**src/rtl/irq_pkg.sv**
```systemverilog
// Package: shared constants and encodings for the interrupt status controller.
// Assumes 8-bit registers; status bit positions are fixed by the event layout.
package irq_pkg;
    localparam int REG_W = 8;

    // Implemented status bits of the two status registers
    localparam logic [REG_W-1:0] IMPL_ONE = 8'b1100_0111;
    localparam logic [REG_W-1:0] IMPL_TWO = 8'b0000_1110;

    // Trigger codes {high, low}
    localparam logic [1:0] TRIG_RISE = 2'b00;
    localparam logic [1:0] TRIG_FALL = 2'b01;

    typedef enum logic [1:0] {
        STY_HIGH = 2'd0,
        STY_LOW  = 2'd1,
        STY_OD   = 2'd2,
        STY_RSV  = 2'd3
    } pin_style_e;

    typedef enum logic [3:0] {
        A_CTRL  = 4'd0,
        A_STAT1 = 4'd1,
        A_STAT2 = 4'd2,
        A_MASK1 = 4'd3,
        A_TRH1  = 4'd4,
        A_TRL1  = 4'd5,
        A_MASK2 = 4'd6,
        A_TRH2  = 4'd7,
        A_TRL2  = 4'd8,
        A_ERREN = 4'd9
    } reg_addr_e;
endpackage

```
**src/rtl/irq_src_cell.sv**
```systemverilog
// Module: one status bit with selectable rising, falling or level trigger.
// Assumes src_i is synchronous to clk; clr_i is the read strobe of its register.
module irq_src_cell
    import irq_pkg::*;
(
    input  logic       clk,
    input  logic       rst_n,
    input  logic       src_i,
    input  logic [1:0] mode_i,
    input  logic       clr_i,
    output logic       stat_o
);
    logic prev_q;
    logic latch_q;
    logic hit;

    // Edge detection against the previous sample for the selected edge
    always_comb begin
        case (mode_i)
            TRIG_RISE: hit = src_i & ~prev_q;
            TRIG_FALL: hit = ~src_i & prev_q;
            default:   hit = 1'b0;
        endcase
    end

    // Sample the source every cycle (edge reference and level value)
    always_ff @(posedge clk) begin
        if (!rst_n) prev_q <= 1'b0;
        else        prev_q <= src_i;
    end

    // Sticky latch: set by an edge, cleared by a read; an edge wins a race
    always_ff @(posedge clk) begin
        if (!rst_n)         latch_q <= 1'b0;
        else if (mode_i[1]) latch_q <= 1'b0;
        else                latch_q <= (latch_q & ~clr_i) | hit;
    end

    assign stat_o = mode_i[1] ? prev_q : latch_q;
endmodule

```
**src/rtl/irq_stat_bank.sv**
```systemverilog
// Module: one status register built from per-bit trigger cells.
// Assumes IMPL marks the implemented positions; the others read as zero.
module irq_stat_bank
    import irq_pkg::*;
#(
    parameter logic [REG_W-1:0] IMPL = '1
) (
    input  logic             clk,
    input  logic             rst_n,
    input  logic [REG_W-1:0] src_i,
    input  logic [REG_W-1:0] trig_hi_i,
    input  logic [REG_W-1:0] trig_lo_i,
    input  logic             clr_i,
    output logic [REG_W-1:0] stat_o
);
    logic [REG_W-1:0] raw;

    for (genvar k = 0; k < REG_W; k++) begin : g_bit
        irq_src_cell u_cell (
            .clk    (clk),
            .rst_n  (rst_n),
            .src_i  (src_i[k]),
            .mode_i ({trig_hi_i[k], trig_lo_i[k]}),
            .clr_i  (clr_i),
            .stat_o (raw[k])
        );
    end

    assign stat_o = raw & IMPL;
endmodule

```
**src/rtl/irq_err_merge.sv**
```systemverilog
// Module: folds the enabled receiver error lines into one error source.
// Assumes error lines are synchronous levels.
module irq_err_merge #(
    parameter int ERR_W = 7
) (
    input  logic [ERR_W-1:0] err_i,
    input  logic [ERR_W-1:0] en_i,
    output logic             any_o
);
    assign any_o = |(err_i & en_i);
endmodule

```
**src/rtl/irq_pin_drv.sv**
```systemverilog
// Module: maps the pending condition onto pin data and output enable.
// Assumes the pad resolves oe low to a released (pulled-up) line.
module irq_pin_drv
    import irq_pkg::*;
(
    input  logic [1:0] style_i,
    input  logic       pend_i,
    output logic       pin_o,
    output logic       oe_o
);
    // Select drive per pin style; reserved style behaves as open drain
    always_comb begin
        case (style_i)
            STY_HIGH: begin pin_o = pend_i;  oe_o = 1'b1;   end
            STY_LOW:  begin pin_o = ~pend_i; oe_o = 1'b1;   end
            default:  begin pin_o = 1'b0;    oe_o = pend_i; end
        endcase
    end
endmodule

```
**src/rtl/irq_status_ctrl.sv**
```systemverilog
// Module: top of the masked interrupt status controller.
// Holds the configuration registers, builds the two status registers and the
// receiver-error source, and drives the interrupt pin. Assumes events are
// synchronous to clk and ADDR_W >= 4.
module irq_status_ctrl
    import irq_pkg::*;
#(
    parameter int ADDR_W = 4,
    parameter int ERR_W  = 7
) (
    input  logic              clk,
    input  logic              rst_n,
    input  logic              reg_wr_i,
    input  logic              reg_rd_i,
    input  logic [ADDR_W-1:0] reg_addr_i,
    input  logic [REG_W-1:0]  reg_wdata_i,
    output logic [REG_W-1:0]  reg_rdata_o,
    input  logic              tx_slip_i,
    input  logic              out_slip_i,
    input  logic              cs_de_i,
    input  logic              cs_ef_i,
    input  logic              ud_de_i,
    input  logic              ud_ef_i,
    input  logic              qblk_i,
    input  logic [ERR_W-1:0]  rx_err_i,
    output logic              irq_pin_o,
    output logic              irq_oe_o
);
    logic [1:0]       style_q;
    logic [REG_W-1:0] mask1_q, trh1_q, trl1_q;
    logic [REG_W-1:0] mask2_q, trh2_q, trl2_q;
    logic [ERR_W-1:0] erren_q;
    logic [REG_W-1:0] src1, src2, stat1, stat2, rd_mux, rdata_q;
    logic             err_any, clr1, clr2, pending;

    // Address decode of status reads (these reads clear edge bits)
    assign clr1 = reg_rd_i && (reg_addr_i == ADDR_W'(A_STAT1));
    assign clr2 = reg_rd_i && (reg_addr_i == ADDR_W'(A_STAT2));

    // Configuration register writes; status and unmapped writes are dropped
    always_ff @(posedge clk) begin
        if (!rst_n) begin
            style_q <= '0;
            mask1_q <= '0; trh1_q <= '0; trl1_q <= '0;
            mask2_q <= '0; trh2_q <= '0; trl2_q <= '0;
            erren_q <= '0;
        end else if (reg_wr_i) begin
            case (reg_addr_i)
                ADDR_W'(A_CTRL):  style_q <= reg_wdata_i[1:0];
                ADDR_W'(A_MASK1): mask1_q <= reg_wdata_i;
                ADDR_W'(A_TRH1):  trh1_q  <= reg_wdata_i;
                ADDR_W'(A_TRL1):  trl1_q  <= reg_wdata_i;
                ADDR_W'(A_MASK2): mask2_q <= reg_wdata_i;
                ADDR_W'(A_TRH2):  trh2_q  <= reg_wdata_i;
                ADDR_W'(A_TRL2):  trl2_q  <= reg_wdata_i;
                ADDR_W'(A_ERREN): erren_q <= reg_wdata_i[ERR_W-1:0];
                default: ;
            endcase
        end
    end

    irq_err_merge #(.ERR_W(ERR_W)) u_err (
        .err_i (rx_err_i),
        .en_i  (erren_q),
        .any_o (err_any)
    );

    assign src1 = {tx_slip_i, out_slip_i, 3'b000, cs_de_i, cs_ef_i, err_any};
    assign src2 = {4'b0000, ud_de_i, ud_ef_i, qblk_i, 1'b0};

    irq_stat_bank #(.IMPL(IMPL_ONE)) u_bank1 (
        .clk       (clk),
        .rst_n     (rst_n),
        .src_i     (src1),
        .trig_hi_i (trh1_q),
        .trig_lo_i (trl1_q),
        .clr_i     (clr1),
        .stat_o    (stat1)
    );

    irq_stat_bank #(.IMPL(IMPL_TWO)) u_bank2 (
        .clk       (clk),
        .rst_n     (rst_n),
        .src_i     (src2),
        .trig_hi_i (trh2_q),
        .trig_lo_i (trl2_q),
        .clr_i     (clr2),
        .stat_o    (stat2)
    );

    assign pending = |(stat1 & mask1_q) | |(stat2 & mask2_q);

    irq_pin_drv u_pin (
        .style_i (style_q),
        .pend_i  (pending),
        .pin_o   (irq_pin_o),
        .oe_o    (irq_oe_o)
    );

    // Read data selection by address
    always_comb begin
        case (reg_addr_i)
            ADDR_W'(A_CTRL):  rd_mux = REG_W'(style_q);
            ADDR_W'(A_STAT1): rd_mux = stat1;
            ADDR_W'(A_STAT2): rd_mux = stat2;
            ADDR_W'(A_MASK1): rd_mux = mask1_q;
            ADDR_W'(A_TRH1):  rd_mux = trh1_q;
            ADDR_W'(A_TRL1):  rd_mux = trl1_q;
            ADDR_W'(A_MASK2): rd_mux = mask2_q;
            ADDR_W'(A_TRH2):  rd_mux = trh2_q;
            ADDR_W'(A_TRL2):  rd_mux = trl2_q;
            ADDR_W'(A_ERREN): rd_mux = REG_W'(erren_q);
            default:          rd_mux = '0;
        endcase
    end

    // Register the read data on a read strobe
    always_ff @(posedge clk) begin
        if (!rst_n)        rdata_q <= '0;
        else if (reg_rd_i) rdata_q <= rd_mux;
    end

    assign reg_rdata_o = rdata_q;
endmodule

```
**config.mk**
```make
export PLATFORM = sky130hd
export DESIGN_NAME = irq_status_ctrl
export DESIGN_NICKNAME = d
export VERILOG_FILES = /design/src/rtl/irq_pkg.sv /design/src/rtl/irq_src_cell.sv /design/src/rtl/irq_stat_bank.sv /design/src/rtl/irq_err_merge.sv /design/src/rtl/irq_pin_drv.sv /design/src/rtl/irq_status_ctrl.sv
export SDC_FILE = /design/constraint.sdc
export NUM_CORES = 1
export LEC_CHECK = 0
export BUFFER_PORTS_ARGS = -buffer_cell sky130_fd_sc_hd__buf_2
export CORE_MARGIN = 1
export CORE_UTILIZATION = 59
export CTS_CLUSTER_SIZE = 8
export DETAILED_ROUTE_END_ITERATION = 7
export PLACE_DENSITY = 0.9
export SLEW_MARGIN = 0
export SYNTH_ARGS = -nofsm -noshare
export SYNTH_HDL_FRONTEND = slang
export SYNTH_SLANG_ARGS = --single-unit
```
**constraint.sdc**
```tcl
create_clock -name clk -period 2.35 [get_ports clk]
set_clock_uncertainty 0.1 [all_clocks]
set_input_delay 0.47 -clock clk [delete_from_list [all_inputs] [get_ports clk]]
set_output_delay 0.47 -clock clk [all_outputs]
set_load 0.02 [all_outputs]
```
==> metrics <==
Die Y=approximately 84 µm; top-count cell post-synth=dfxtp_1; Post-DP HPWL=approximately 7.6 mm; H-tree levels=3; Port Buffers=39; CTS Buffer Depth=2; Synth Instances=~440; fin crit share=110.3%; GPL Wtd Cong=0.9558; P per Cell Area=between 600 and 700 nW/µm²; fraction of registers with async set/reset=0%; LEAKAGE=approximately 0.0019 µW; mapped cell area=4008 µm²; Core ar.=6459 µm²; Worst Path Required=1.78 ns; Total GRT Usage=approximately a third; final hold viol count=0; vias in the first global route=roughly 3500; Worst-path clk slew=approximately 0.090 ns; # fillers=432; CP Capture Point=irq_pin_o; minimum clock period=between 2 and 3 ns; ANT nets after route=0; sum of negative setup slack=-0.2743 ns; # setup viols final=2; DRC=3; final net count=518; Maximum Capacitance Violations=0; total gr overflow=0; syn avg cell area=between 9 and 10 µm²; Final WS setup=-0.2420 ns; Area growth syn-to-layout=17.76%; Root Driver=clkbuf_8; first-pass GRT wire length=18.55 mm; clk sinks=81; Synth area leaders=dfxtp_1 40%, mux2i_1 13%, nor2b_1 5.9%; TritonRoute pass-1 iters=8; sequential share of the synthesized area=40.46%; number of enable flip-flop cells after synthesis=0; R2R cell count=13; Reg2Reg Setup Slack=0.28 ns; Routed WL per cell=21.30 µm; Yosys top cell area share=40.46%; clk_lat worst skew=0.37 ns; largest net degree at the start of global routing=31; Routed WL=12.12 mm; initial antenna violation count=0; violated checks=DRC, setup timing; Syn Nets=approximately 470; initial core utilization=just over 60%; Synth cell types=64; Worst EP arrival=2.02 ns; die area=slightly above 7000 µm²; Die Wd=84.42 µm; #FFs+latches synth=between 80 and 90; Hold Crit Class=input pin to flip-flop; CP endpoint kind=output pin; max-slew violations=0; origin of the critical flop-to-flop path=trh1_q[7]; share of cells above drive strength 1=around a quarter; Design Power=between 2000 and 3000 µW; RSZ-0062 raised after global routing=yes; cts bufs inserted=9; crit path from=trh2_q[2]; most frequent cells after synthesis=81 x dfxtp_1, 51 x mux2i_1, 38 x nor2b_1; worst-path fanout max=4; std cell rows=29; # IOs=40; Synth Flop Type=dfxtp_1; fmax=approximately 0.39 GHz; slew of the pin with the lowest slew margin=0.6682 ns; Rel. slew slack=55.45%; CTS tree=done; DR iter-0 viols=about 520; yosys warns=0; reg2reg end=reg_rdata_o[7]; Setup CP Type=flip-flop to output pin; cts hold-fix bufs=0; Via Count=3780; # diodes=0; status=finished with violations; Via density=around 6.6; CP Launch Type=flip-flop; Yosys top cell by area=dfxtp_1; hold path cells=2; worst ir drop on vdd=0.4351 mV
## worst min path at each step
stage | start | slack, ns | end
3_5_place_dp | reg_rdata_o[7] | 0.34 | reg_rdata_o[7]
3_3_place_gp | trh1_q[5] | 0.34 | trh1_q[5]
6_report | cs_ef_i | 0.23 | u_bank1.g_bit[1].u_cell.prev_q
2_1_floorplan | trh1_q[3] | 0.33 | trh1_q[3]
4_1_cts | cs_ef_i | 0.22 | u_bank1.g_bit[1].u_cell.prev_q
5_1_grt | cs_ef_i | 0.24 | u_bank1.g_bit[1].u_cell.prev_q
## placed cells by master, fill, tap and decap left out, drive strengths merged, types with 4 or more instances in the layout
cell	count
dfxtp	81
buf	73
mux2i	51
nor2b	38
nand2	36
nor2	36
o21ai	15
nand3	14
a21oi	11
a221oi	9
clkbuf	9
inv	9
nor3	9
mux2	9
and2	8
a21boi	8
a32oi	6
o22ai	6
a211oi	4
and3	4
clkinv	4
## cell families after synthesis
family / Yosys count / synth area share [%]
AND/OR/NAND/NOR: 169 / 23.95
flip-flops: 81 / 40.46
multiplexers: 61 / 15.92
AO/OA/AOI/OAI: 84 / 14.96
buffers and inverters: 40 / 4.714
## through the flow
| stage | hold WS (ns) | utilization [%] | cells | instance area (µm²) | worst slack [ns] |
|---|---|---|---|---|---|
| 2_1_floorplan | 0.3315 | - | 435 | 4008 | 0.2028 |
| 3_3_place_gp | 0.3383 | 66.72 | 542 | 4309 | 0.08456 |
| 3_5_place_dp | 0.3447 | 66.72 | 542 | 4309 | 0.04914 |
| 4_1_cts | 0.2236 | 72.72 | 569 | 4697 | -0.1661 |
| 5_1_grt | 0.2362 | 73.07 | 569 | 4720 | -0.2733 |
| 6_report | 0.2298 | 73.07 | 569 | 4720 | -0.2420 |
## where the power goes
part | total (µW) | internal (µW) | switching, µW
Sequential | 1430 | 1400 | 29.5
Combinational | 327 | 138 | 189
Clock | 1100 | 588 | 512
Total | 2860 | 2130 | 730
## critical path, cell delays in order (launching register included)
cell and delay, ns:
dfxtp_2 0.40, mux2i_4 0.29, o22ai_2 0.13, nor4_4 0.37, mux2_4 0.34, buf_6 0.13
## cell type report
cell class / count / area, µm² / share of cell area [%]
Multi-Input combinational cell: 314 / 2286 / 48.44
Sequential cell: 81 / 1637 / 34.68
Timing Repair Buffer: 73 / 459.2 / 9.730
Clock buffer: 9 / 123.9 / 2.625
Tap cell: 77 / 96.34 / 2.041
Clock inverter: 6 / 83.83 / 1.776
Inverter: 9 / 33.78 / 0.7158
## state kept, by name, summed over array words and instances, names as in the netlist
register                      cells
u_bank1.g_bit.u_cell.prev_q       5
mask2_q                           8
trh1_q                            8
u_bank2.g_bit.u_cell.latch_q      3
trl2_q                            8
trh2_q                            8
u_bank1.g_bit.u_cell.latch_q      5
erren_q                           7
mask1_q                           8
reg_rdata_o                       8
style_q                           2
trl1_q                            8
u_bank2.g_bit.u_cell.prev_q       3
## what timing repair did
action,4_1_cts,5_1_grt
endpoints found under the setup margin,2,2
gates cloned,0,0
setup buffers,12,0
resized for setup,25,4
pin swaps,3,1
## routing by layer
metal | vias to the layer above | track usage (%) | routed length, µm
met2 | 291 | 53.20 | 5560
met4 | 0 | 22.34 | 639
met1 | 1756 | 44.73 | 4633
met3 | 70 | 6.391 | 1288
li1 | 1663 | - | -
met5 | - | 0 | 0
No activity file was read; power rests on OpenSTA's default activity.
